## src/rtl/rtcb_pkg.sv

```systemverilog
package rtcb_pkg;

  typedef enum logic [1:0] {
    DIV_STOP = 2'd0,
    DIV_RUN  = 2'd1,
    DIV_HOLD = 2'd2
  } div_mode_e;

  // Divider-mode code to behaviour
  function automatic div_mode_e decode_mode(input logic [2:0] code);
    case (code)
      3'b010:         decode_mode = DIV_RUN;
      3'b110, 3'b111: decode_mode = DIV_HOLD;
      default:        decode_mode = DIV_STOP;
    endcase
  endfunction

  // Rate code to log2 of the strobe period in counting clocks
  function automatic logic [3:0] rate_exp(input logic [3:0] code);
    case (code)
      4'd1:    rate_exp = 4'd7;
      4'd2:    rate_exp = 4'd8;
      default: rate_exp = code - 4'd1;
    endcase
  endfunction

endpackage

```

## src/rtl/rtcb_ctrl_reg.sv

```systemverilog
module rtcb_ctrl_reg (
  input  logic       clk,
  input  logic       por_n,
  input  logic       we,
  input  logic [6:0] wdata,
  output logic [2:0] mode_code,
  output logic [3:0] rate_code
);

  always_ff @(posedge clk) begin
    if (!por_n) begin
      mode_code <= '0;
      rate_code <= '0;
    end else if (we) begin
      mode_code <= wdata[6:4];
      rate_code <= wdata[3:0];
    end
  end

endmodule

```

## src/rtl/rtcb_divider.sv

```systemverilog
module rtcb_divider
  import rtcb_pkg::*;
#(
  parameter int DIV_W = 15
) (
  input  logic             clk,
  input  logic             por_n,
  input  div_mode_e        mode,
  output logic [DIV_W-1:0] cnt_nxt,
  output logic             running
);

  logic [DIV_W-1:0] cnt_q;

  always_comb begin
    case (mode)
      DIV_RUN:  cnt_nxt = cnt_q + 1'b1;
      DIV_HOLD: cnt_nxt = '0;
      default:  cnt_nxt = cnt_q;
    endcase
  end

  assign running = (mode == DIV_RUN);

  always_ff @(posedge clk) begin
    if (!por_n) cnt_q <= '0;
    else        cnt_q <= cnt_nxt;
  end

endmodule

```

## src/rtl/rtcb_rate_tap.sv

```systemverilog
module rtcb_rate_tap
  import rtcb_pkg::*;
#(
  parameter int DIV_W = 15
) (
  input  logic             clk,
  input  logic             por_n,
  input  logic             running,
  input  logic [3:0]       rate_code,
  input  logic             pie,
  input  logic             host_rst,
  input  logic [DIV_W-1:0] cnt_nxt,
  output logic             pi_pulse
);

  logic [3:0]       tap;
  logic [DIV_W-1:0] low_mask;
  logic             tap_hit;

  assign tap = rate_exp(rate_code);

  // Mask of the divider bits below the selected tap
  for (genvar g = 0; g < DIV_W; g++) begin : g_mask
    assign low_mask[g] = (int'(tap) > g);
  end

  assign tap_hit = ((cnt_nxt & low_mask) == '0);

  always_ff @(posedge clk) begin
    if (!por_n) pi_pulse <= 1'b0;
    else        pi_pulse <= running && (rate_code != 4'd0) && tap_hit && pie && !host_rst;
  end

endmodule

```

## src/rtl/rtcb_update_seq.sv

```systemverilog
module rtcb_update_seq #(
  parameter int DIV_W     = 15,
  parameter int LEAD_CLKS = 8,
  parameter int UPD_CLKS  = 65
) (
  input  logic             clk,
  input  logic             por_n,
  input  logic             running,
  input  logic             set_inhibit,
  input  logic [DIV_W-1:0] cnt_nxt,
  output logic             uip,
  output logic             upd,
  output logic             tick
);

  localparam int HALF = 1 << (DIV_W - 1);
  localparam logic [DIV_W-1:0] ARM_PT   = DIV_W'(HALF - LEAD_CLKS);
  localparam logic [DIV_W-1:0] START_PT = DIV_W'(HALF);
  localparam logic [DIV_W-1:0] END_PT   = DIV_W'(HALF + UPD_CLKS);

  always_ff @(posedge clk) begin
    if (!por_n) begin
      uip  <= 1'b0;
      upd  <= 1'b0;
      tick <= 1'b0;
    end else begin
      tick <= 1'b0;
      if (!running || set_inhibit) begin
        uip <= 1'b0;
        upd <= 1'b0;
      end else if (cnt_nxt == ARM_PT) begin
        uip <= 1'b1;
      end else if (cnt_nxt == START_PT && uip) begin
        upd <= 1'b1;
      end else if (cnt_nxt == END_PT && upd) begin
        upd  <= 1'b0;
        uip  <= 1'b0;
        tick <= 1'b1;
      end
    end
  end

endmodule

```

## src/rtl/rtc_timebase.sv

```systemverilog
module rtc_timebase
  import rtcb_pkg::*;
#(
  parameter int DIV_W     = 15,
  parameter int LEAD_CLKS = 8,
  parameter int UPD_CLKS  = 65
) (
  input  logic       clk,
  input  logic       por_n,
  input  logic       host_rst,
  input  logic       rega_we,
  input  logic [7:0] rega_wdata,
  output logic [7:0] rega_rdata,
  input  logic       set_inhibit,
  input  logic       pie,
  output logic       pi_pulse,
  output logic       upd_active,
  output logic       sec_tick
);

  logic [2:0]       mode_code;
  logic [3:0]       rate_code;
  div_mode_e        mode;
  logic [DIV_W-1:0] cnt_nxt;
  logic             running;
  logic             uip;
  logic             wdata_b7_unused;

  assign wdata_b7_unused = rega_wdata[7];
  assign mode = decode_mode(mode_code);

  rtcb_ctrl_reg u_ctrl (
    .clk       (clk),
    .por_n     (por_n),
    .we        (rega_we),
    .wdata     (rega_wdata[6:0]),
    .mode_code (mode_code),
    .rate_code (rate_code)
  );

  rtcb_divider #(.DIV_W(DIV_W)) u_div (
    .clk     (clk),
    .por_n   (por_n),
    .mode    (mode),
    .cnt_nxt (cnt_nxt),
    .running (running)
  );

  rtcb_rate_tap #(.DIV_W(DIV_W)) u_rate (
    .clk       (clk),
    .por_n     (por_n),
    .running   (running),
    .rate_code (rate_code),
    .pie       (pie),
    .host_rst  (host_rst),
    .cnt_nxt   (cnt_nxt),
    .pi_pulse  (pi_pulse)
  );

  rtcb_update_seq #(
    .DIV_W     (DIV_W),
    .LEAD_CLKS (LEAD_CLKS),
    .UPD_CLKS  (UPD_CLKS)
  ) u_seq (
    .clk         (clk),
    .por_n       (por_n),
    .running     (running),
    .set_inhibit (set_inhibit),
    .cnt_nxt     (cnt_nxt),
    .uip         (uip),
    .upd         (upd_active),
    .tick        (sec_tick)
  );

  assign rega_rdata = {uip, mode_code, rate_code};

endmodule

```

## config.mk

```make
export PLATFORM = sky130hd
export DESIGN_NAME = rtc_timebase
export DESIGN_NICKNAME = d
export VERILOG_FILES = /design/src/rtl/rtcb_pkg.sv /design/src/rtl/rtcb_ctrl_reg.sv /design/src/rtl/rtcb_divider.sv /design/src/rtl/rtcb_rate_tap.sv /design/src/rtl/rtcb_update_seq.sv /design/src/rtl/rtc_timebase.sv
export SDC_FILE = /design/constraint.sdc
export NUM_CORES = 1
export LEC_CHECK = 0
export BUFFER_PORTS_ARGS = -buffer_cell sky130_fd_sc_hd__buf_2
export CAP_MARGIN = 20
export CORE_MARGIN = 1
export CORE_UTILIZATION = 38
export CTS_BUF_LIST = sky130_fd_sc_hd__clkbuf_8
export DETAILED_ROUTE_END_ITERATION = 7
export HOLD_SLACK_MARGIN = 0.1
export PLACE_DENSITY = 0.67
export SYNTH_ARGS = -nofsm -noshare
export SYNTH_HDL_FRONTEND = slang
export SYNTH_SLANG_ARGS = --single-unit
```

## constraint.sdc

```tcl
create_clock -name clk -period 4.2 [get_ports clk]
set_input_delay 0.42 -clock clk [delete_from_list [all_inputs] [get_ports clk]]
set_output_delay 0.42 -clock clk [all_outputs]
set_load 0.01 [all_outputs]
```

==> results.toml, run 1 <==
[status]
status = "complete, no violations"

[setup_path]
critPathRequiredTime_ns = 4.39
critPathKind = "reg2reg"
crit_path_start_kind = "flop"
worstPathMaxFanout = 14
critPathCaptureType = "flop"
worst_ep_arrival_time_ns = 2.92

[timing]
fin_crit_sh_pct = 65.0
hold_viol_final = 0
slew_violations = 0
skew_ns = 0.00364
relSlewSlack_pct = 27.5
grt_setup_unrepaired = "no"
holdWs_ns = 0.395
worst_slew_pin_slew_ns = 1.07
setup_viol_count_final = 0
finalSetupTns_ns = 0
fin_crit_ns = 2.73
fmax_mhz = 366

[synthesis]
synth_edf_count = 0
yosys_warnings = 0
ys_seq_elements = 26
ys_seq_area_share_pct = 29.0
async_flop_share_pct = 0
synth_area_um2 = 1790
syn_nets = 237
avgSynthCellArea_um2 = 8.23
synthCells = 218
synth_flop_cell = "dfxtp_1"
synthDistinctLibCells = 62

[drt]
dr.first_iter.drc_count = 114
route.antenna.remaining_nets = 0
routedWlPerCell_um = 14.1
firstDrtPassIters = 4
viasPerCell = 5.75
wl_um = 4040
drcViolationCount = 0
vias = 1651

[clock_network]
cts_sinks = 26
post-cts-setup-buffers = 0
clk_path_buf_depth = 2
clk_pin_slew_worst_paths_ns = 0.09
cts_max_level = 1
hold_buffers = 0
cts-root-buf = "clkbuf_8"
cts_resized = 0
cts_buffers = 3
clk_latency_ns = 0.27
cts_tree = "done"

[floorplanning]
io_pins = 25
core_area_um2 = 4440
die_x_um = 70.7
die_area_um2 = 5000
placementRows = 24
start_util_pct = 40.4
dieHeight_um = 70.7

[global_routing]
grt_pass1_vias = 1393
grt_pass1_wl_um = 6750
grt_antenna_before_repair = 0
grt_max_degree = 24
overflow = 0
gr-usage-all-layers_pct = 16.9

[cells_and_area]
fin_cells = 287
seq_area_um2 = 520
diodes = 0
drive_gt1_share_pct = 16.2
fillers = 447
multiInputGateArea_um2 = 1180
final_core_util_pct = 44.8
synthToLayoutAreaGrowth_pct = 11.0
final_net_count = 255

[placement]
globalplace.congestion = 0.866
io_buffer_count = 23
dp_hpwl_um = 3040
place_inst = 283

[job]
maxCapViolCount = 0

[pwr]
pwr_density_cell_nw_per_um2 = 283
peakVddDrop_v = 0.000311
power_leakage_nw = 0.752

[worst_hold_path]
hold_path.class = "in2reg"
cells in the mapped netlist, types with 2 or more instances:
| master | instances | share of area, % |
|---|---|---|
| a21boi_0 | 2 | 0.84 |
| a21oi_1 | 10 | 2.8 |
| a2bb2oi_1 | 2 | 0.98 |
| a31oi_1 | 6 | 2.1 |
| and2_1 | 10 | 3.5 |
| and4_1 | 3 | 1.5 |
| buf_2 | 3 | 0.84 |
| clkbuf_1 | 4 | 0.84 |
| dfxtp_1 | 26 | 29 |
| ha_1 | 5 | 3.5 |
| inv_1 | 10 | 2.1 |
| mux2i_1 | 9 | 5.0 |
| nand2_1 | 16 | 3.3 |
| nand2b_1 | 7 | 2.4 |
| nand3_1 | 6 | 1.7 |
| nand3b_1 | 2 | 0.84 |
| nand4_1 | 3 | 1.0 |
| nand4b_1 | 2 | 0.98 |
| nor2_1 | 10 | 2.1 |
| nor2b_1 | 16 | 5.6 |
| nor3_1 | 5 | 1.4 |
| nor3b_1 | 2 | 0.84 |
| nor4_1 | 5 | 1.7 |
| o21ai_0 | 8 | 2.2 |
| o21ba_2 | 2 | 1.1 |
| o311a_1 | 2 | 1.1 |
| o31ai_1 | 3 | 1.3 |
| o41ai_1 | 2 | 0.98 |
| or3_1 | 4 | 1.4 |
worst paths after layout:
check             cells past startpoint  slack (ns)             endpoint                 from
hold / removal                        3        0.39  u_ctrl.rate_code[3]        rega_wdata[3]
setup reg to reg                      6        1.47           u_seq.tick  u_ctrl.mode_code[1]
setup / recovery                      6        1.47           u_seq.tick  u_ctrl.mode_code[1]
hold reg to reg                       2        0.49            u_seq.upd            u_seq.upd
sequential cells by signal, summed over array words and instances, names as in the netlist:
register / flops
u_div.cnt_q: 15
u_ctrl.rate_code: 4
u_ctrl.mode_code: 3
u_rate.pi_pulse: 1
u_seq.tick: 1
u_seq.uip: 1
u_seq.upd: 1
logic make-up after synthesis:
logic type                 Yosys count  synth area share (%)
AOI/OAI and AO/OA                   52                  21.0
xor gates and xnor gates             2                 0.976
adders and majority gates            5                  3.49
buffers and inverters               20                  5.09
DFF                                 26                  29.0
muxes                                9                  5.02
and+or+nand+nor                    104                  35.4
power by group:
group	leakage, nW	total [mW]	switching [mW]	internal [mW]
logic	0.505	0.0877	0.0484	0.0393
registers	0.211	0.267	0.0143	0.253
clock network	0.0357	0.209	0.0814	0.128
total	0.752	0.564	0.144	0.420
critical path, stage by stage (launching register included):
cell	delay, ns
dfxtp_1	0.60
nor3b_2	0.59
a41o_1	0.25
o21ai_0	0.15
or3_1	0.43
or3_1	0.37
nor4_2	0.26
layout make-up:
class	count	share of cell area, %
inverter	10	1.88
timing repair buffer	23	5.78
tap	52	3.27
sequential	26	26.1
multi-input combinational	172	59.4
clock inverter	1	1.51
clock buffer	3	2.07
cells in the final DEF (no fill, tap or decap), types with 6 or more instances in the layout:
cell | synthesis | layout
nand2_1 | 16 | 16
buf_2 | 3 | 23
a31oi_1 | 6 | 6
and2_1 | 10 | 10
nand3_1 | 6 | 6
mux2i_1 | 9 | 9
dfxtp_1 | 26 | 26
nor2_1 | 10 | 10
inv_1 | 10 | 10
nor2b_1 | 16 | 16
nand2b_1 | 7 | 7
a21oi_1 | 10 | 10
o21ai_0 | 8 | 8
metrics by stage:
stage / setup WS [ns] / total power, mW / cell area, um^2
6_report: 1.47 / 0.564 / 1990
2_1_floorplan: 1.79 / 0.337 / 1790
5_1_grt: 1.29 / 0.589 / 1990
4_1_cts: 1.48 / 0.571 / 1990
3_3_place_gp: 1.50 / 0.359 / 1920
3_5_place_dp: 1.51 / 0.360 / 1920
per-layer routing:
metal  share of wire [%]  GRT usage (%)
met1                  49           23.3
met2                  45           27.5
met3                 4.6           2.99
met4                0.89           4.00
met5                   0              0
Note: power is estimated with default switching activity, not from simulation.
==> inputs of run 2 (changes only) <==
- ABC_AREA: not set -> 1
- PLACE_DENSITY: 0.67 -> 0.69
- clock period: 4.2 -> 2.2 ns (I/O delays scaled with it)
==> results.toml, run 2 <==
[timing]
setup_viol_count_final = 0
fin_crit_sh_pct = 86.5
relSlewSlack_pct = 71.0
finalSetupTns_ns = 0
fin_crit_ns = 1.90
worst_slew_pin_slew_ns = 0.435
hold_viol_final = 0
fmax_mhz = 525
grt_setup_unrepaired = "no"
worst_slack_ns = 0.297
slew_violations = 0
skew_ns = 0.00857

[synthesis]
async_flop_share_pct = 0
ys_seq_elements = 26
synth_flop_cell = "dfxtp_1"
yosys_warnings = 0
synth_area_leader_cell = "dfxtp_1"
synthCells = 287
synth_area_um2 = 1780
ys_seq_area_share_pct = 29.2
yosysMostFrequentCell = "nand2_1"
synth_edf_count = 0
avgSynthCellArea_um2 = 6.20
synthTopCellsByArea = "dfxtp_1 29%, nand2_1 13%, nand3_1 9.0%"
syn_nets = 306
synth.top_cell.area_share_pct = 29.2
synthDistinctLibCells = 31
yosys-top-cells-count = "64 x nand2_1, 42 x nor2_1, 38 x inv_1, 32 x nand3_1, 26 x dfxtp_1"

[pwr]
power_frac_comb_pct = 17.0
cellInternalPower_mw = 0.698
switching_power_mw = 0.285
power_leakage_nw = 0.929
peakVddDrop_v = 0.000269
p_sw_share_pct = 29.0
p_clk_share_pct = 32.8
pwr_density_cell_nw_per_um2 = 490
pwr-share-seq_pct = 50.2

[drt]
dr.first_iter.drc_count = 110
routedWlPerCell_um = 11.7
drcViolationCount = 0
vias = 1828
viasPerCell = 5.02
route.antenna.remaining_nets = 0
wl_um = 4250
firstDrtPassIters = 4

[floorplanning]
die_x_um = 70.5
io_pins = 25
die_area_um2 = 4960
dieHeight_um = 70.5
core_area_um2 = 4410
start_util_pct = 40.3
placementRows = 24

[clock_network]
cts_buffers = 3
cts_max_level = 1
cts_tree = "done"
cts_sinks = 26
cts_resized = 0
hold_buffers = 0
cts-root-buf = "clkbuf_8"
post-cts-setup-buffers = 0
clk_pin_slew_worst_paths_ns = 0.10
clk_path_buf_depth = 2
clk_latency_ns = 0.28

[status]
status = "complete, no violations"

[global_routing]
grt_antenna_before_repair = 0
gr-usage-all-layers_pct = 18.6
overflow = 0
grt_pass1_wl_um = 7360
grt_max_degree = 16
grt_pass1_vias = 1690

[setup_path]
r2r-end = "u_seq.upd"
r2r_cells = 12
crit_path_start_kind = "flop"
worst_ep_arrival_time_ns = 2.09
r2r-start = "u_div.cnt_q[0]"
critPathCaptureType = "flop"
worstPathMaxFanout = 5
critPathRequiredTime_ns = 2.39
r2r_setup_slack_ns = 0.30
critPathKind = "reg2reg"

[worst_hold_path]
hold_path.class = "in2reg"
holdPathStages = 4
hp-start = "set_inhibit"
min_to = "u_seq.uip"

[cells_and_area]
synthToLayoutAreaGrowth_pct = 12.6
final_net_count = 332
regMostFlops = "u_div.cnt_q"
largest_registers = "u_div.cnt_q: 15 flops, u_ctrl.rate_code: 4 flops, u_ctrl.mode_code: 3 flops"
final_cell_mix = "64 x nand2_1, 42 x nor2_1, 38 x inv_1"
diodes = 0
fillers = 484
largest_register_ffs = 15
layout_commonest_cell = "nand2_1"
drive_gt1_share_pct = 17.6
final_core_util_pct = 45.4

[placement]
io_buffer_count = 23
dp_hpwl_um = 3400
globalplace.congestion = 0.860
dp_slack_ns = 0.284

[job]
maxCapViolCount = 0
-- run 2: cell count changes after synthesis, sizes merged, moves of 5 or more --
cell	before	now
a31oi	6	0
and2	10	1
inv	10	41
mux2i	9	0
nand2	16	74
nand2b	7	0
nand3	7	32
nor2	10	49
nor2b	16	0
nor4	6	0
o21ai	8	23
or3	5	0
-- run 2: final cells by class --
cell class / count / area, um^2 / share of cell area, %
clock buffers: 4 / 55.1 / 2.75
well taps: 52 / 65.1 / 3.25
repair buffers: 25 / 130 / 6.49
multi-input cells: 216 / 1080 / 53.7
inverters: 41 / 156 / 7.80
flip-flops and latches: 26 / 520 / 26.0
-- run 2: critical path: stages, from the launching register on --
cell	delay, ns
dfxtp_1	0.42
ha_1	0.24
nand2_2	0.11
nor2_2	0.15
nand4_1	0.11
nand3_1	0.11
nand2_1	0.13
nor2_1	0.12
nand2_1	0.06
nor2_2	0.12
nand2_1	0.10
nand3_1	0.08
nand2_1	0.05
-- run 2: metrics by stage --
| stage | instance area (um^2) | hold WS [ns] | total power, mW | cells |
|---|---|---|---|---|
| after detailed placement | 1950 | 0.478 | 0.671 | 360 |
| after global placement | 1950 | 0.473 | 0.670 | 360 |
| after floorplan | 1780 | 0.358 | 0.620 | 287 |
| after global routing | 2000 | 0.233 | 1.03 | 364 |
| final | 2000 | 0.212 | 0.983 | 364 |
| after CTS | 2000 | 0.212 | 0.992 | 364 |
-- run 2: logic make-up after synthesis --
| family | after synthesis | share of synthesized area, % |
|---|---|---|
| adders and majority gates | 5 | 3.51 |
| buffers and inverters | 45 | 10.3 |
| and+or+nand+nor | 170 | 44.1 |
| AOI/OAI and AO/OA | 39 | 11.9 |
| xor gates and xnor gates | 2 | 0.984 |
| DFF | 26 | 29.2 |
-- run 2: worst max-delay path by stage --
stage / start / endpoint / cells past startpoint
final: u_div.cnt_q[0] / u_seq.upd / 12
after global routing: u_div.cnt_q[0] / u_seq.upd / 12
after CTS: u_div.cnt_q[0] / u_seq.upd / 12
after detailed placement: u_div.cnt_q[0] / u_seq.upd / 12
after global placement: u_div.cnt_q[0] / u_seq.upd / 9
after floorplan: u_div.cnt_q[0] / u_seq.upd / 9
-- run 2: power groups by stage --
stage | registers [mW] | logic, mW | clock network (mW)
after floorplan | 0.507 | 0.112 | 0
after global placement | 0.504 | 0.166 | 0
after detailed placement | 0.504 | 0.167 | 0
after CTS | 0.493 | 0.168 | 0.331
after global routing | 0.496 | 0.189 | 0.344
final | 0.493 | 0.167 | 0.323
-- run 2: per-layer routing --
layer	part of all wire [%]	global-route usage, %	vias to the layer above
met4	1.6	8.00	0
met2	48	32.5	37
li1	-	-	971
met5	0	0	-
met3	4.9	2.16	5
met1	45	22.8	815
==> inputs of run 3 (changes only) <==
- MAX_ROUTING_LAYER: not set -> met4
==> results.toml, run 3 (synthesis results as in run 2) <==
[status]
status = "complete, no violations"

[worst_hold_path]
min_to = "u_ctrl.rate_code[1]"
holdPathStages = 3
hp-start = "rega_wdata[1]"
hold_path.class = "in2reg"

[floorplanning]
placementRows = 24
io_pins = 25
die_area_um2 = 4960
start_util_pct = 40.3
die_x_um = 70.5
core_area_um2 = 4410
dieHeight_um = 70.5

[cells_and_area]
diodes = 0
seq_area_um2 = 520
layout_commonest_cell = "nand2_1"
largest_register_ffs = 15
regMostFlops = "u_div.cnt_q"
final_net_count = 332
final_cell_mix = "64 x nand2_1, 42 x nor2_1, 38 x inv_1"
fillers = 460
largest_registers = "u_div.cnt_q: 15 flops, u_ctrl.rate_code: 4 flops, u_ctrl.mode_code: 3 flops"
fin_area_um2 = 2000
final_core_util_pct = 45.4
drive_gt1_share_pct = 17.6
synthToLayoutAreaGrowth_pct = 12.6
multiInputGateArea_um2 = 1080

[pwr]
switching_power_mw = 0.282
pwr_density_cell_nw_per_um2 = 489
peakVddDrop_v = 0.000236
pwr-share-seq_pct = 50.4
power_frac_comb_pct = 17.0
p_sw_share_pct = 28.8
cellInternalPower_mw = 0.697
power_leakage_nw = 0.929
p_clk_share_pct = 32.6

[timing]
slew_violations = 0
holdWs_ns = 0.221
fmax_mhz = 522
fin_crit_sh_pct = 87.0
relSlewSlack_pct = 70.2
fin_crit_ns = 1.92
setup_viol_count_final = 0
worst_slack_ns = 0.285
worst_slew_pin_slew_ns = 0.444
hold_viol_final = 0
skew_ns = 0.00692
finalSetupTns_ns = 0
grt_setup_unrepaired = "no"

[global_routing]
grt_pass1_vias = 1743
gr-usage-all-layers_pct = 19.1
grt_pass1_wl_um = 7480
overflow = 0
grt_max_degree = 16
grt_antenna_before_repair = 0

[drt]
vias = 1854
dr.first_iter.drc_count = 133
wl_um = 4210
firstDrtPassIters = 5
routedWlPerCell_um = 11.6
route.antenna.remaining_nets = 0
viasPerCell = 5.09
drcViolationCount = 0

[setup_path]
critPathKind = "reg2reg"
cp_cell_sequence = "ha_1 > or2_2 > nand3_1 > nand2_2 > nor3_2 > nand3_1 > nor3b_2 > nand3_1 > nand2_1"
worst_ep_arrival_time_ns = 2.15
crit_top_cell = "nand3_1"
r2r_cells = 9
r2r_setup_slack_ns = 0.28
r2r-end = "u_seq.upd"
worstPathMaxFanout = 5
r2r-start = "u_div.cnt_q[0]"
crit_path_start_kind = "flop"
cpMaxStageDelayCell = "dfxtp_1"
critPathCaptureType = "flop"
crit_path_max_incr_delay_ns = 0.36
critPathRequiredTime_ns = 2.43

[placement]
dp_hpwl_um = 3350
place_area_um2 = 1950
dp_slack_ns = 0.314
io_buffer_count = 23
globalplace.congestion = 0.878

[clock_network]
cts_sinks = 26
cts-root-buf = "clkbuf_8"
hold_buffers = 0
cts_tree = "done"
clk_latency_ns = 0.28
clk_pin_slew_worst_paths_ns = 0.10
cts_max_level = 1
cts_resized = 0
cts_buffers = 3
post-cts-setup-buffers = 0
clk_path_buf_depth = 2

[job]
maxCapViolCount = 0
==> run 3: cell counts in the layout (fill, tap and decap cells not counted) <==
Identical to the previous run, type by type.
==> run 3: final cells by class <==
type                    instances  share of cell area, %
clock buffers                   4                   2.75
inverters                      41                   7.80
multi-input cells             216                   53.7
flip-flops and latches         26                   26.0
well taps                      52                   3.25
repair buffers                 25                   6.49
==> run 3: power by group through the flow <==
stage	combinational (mW)	clock [mW]	sequential, mW
after CTS	0.167	0.328	0.493
after global routing	0.191	0.342	0.495
after global placement	0.166	0	0.504
after detailed placement	0.166	0	0.504
after floorplan	0.112	0	0.507
final	0.167	0.319	0.493
==> run 3: through the flow <==
stage / instances / power [mW]
2_1_floorplan: 287 / 0.620
3_3_place_gp: 360 / 0.670
3_5_place_dp: 360 / 0.670
4_1_cts: 364 / 0.988
5_1_grt: 364 / 1.03
6_report: 364 / 0.979
==> run 3: critical path, delay by kind of cell (launching register included) <==
kind          cells  cell delay [ns]
simple gates      8             1.26
fa+ha+maj         1             0.24
flops             1             0.36
==> run 3: worst max-delay path by stage <==
stage | endpoint | depth (start not counted) | startpoint | slack, ns
global placement | u_seq.upd | 9 | u_div.cnt_q[0] | 0.35
global route | u_seq.upd | 12 | u_div.cnt_q[0] | 0.02
CTS | u_seq.upd | 9 | u_div.cnt_q[0] | 0.29
finish | u_seq.upd | 9 | u_div.cnt_q[0] | 0.28
detailed placement | u_seq.upd | 9 | u_div.cnt_q[0] | 0.31
floorplan | u_seq.upd | 9 | u_div.cnt_q[0] | 0.50
==> run 3: per-layer routing <==
layer	part of all wire (%)	track usage, %	routed length (um)	vias up
met1	48	24.3	2030	840
met2	47	31.9	1980	34
met5	0	-	0	-
met3	3.1	1.73	131	9
li1	-	-	-	971
met4	1.9	6.00	78	0
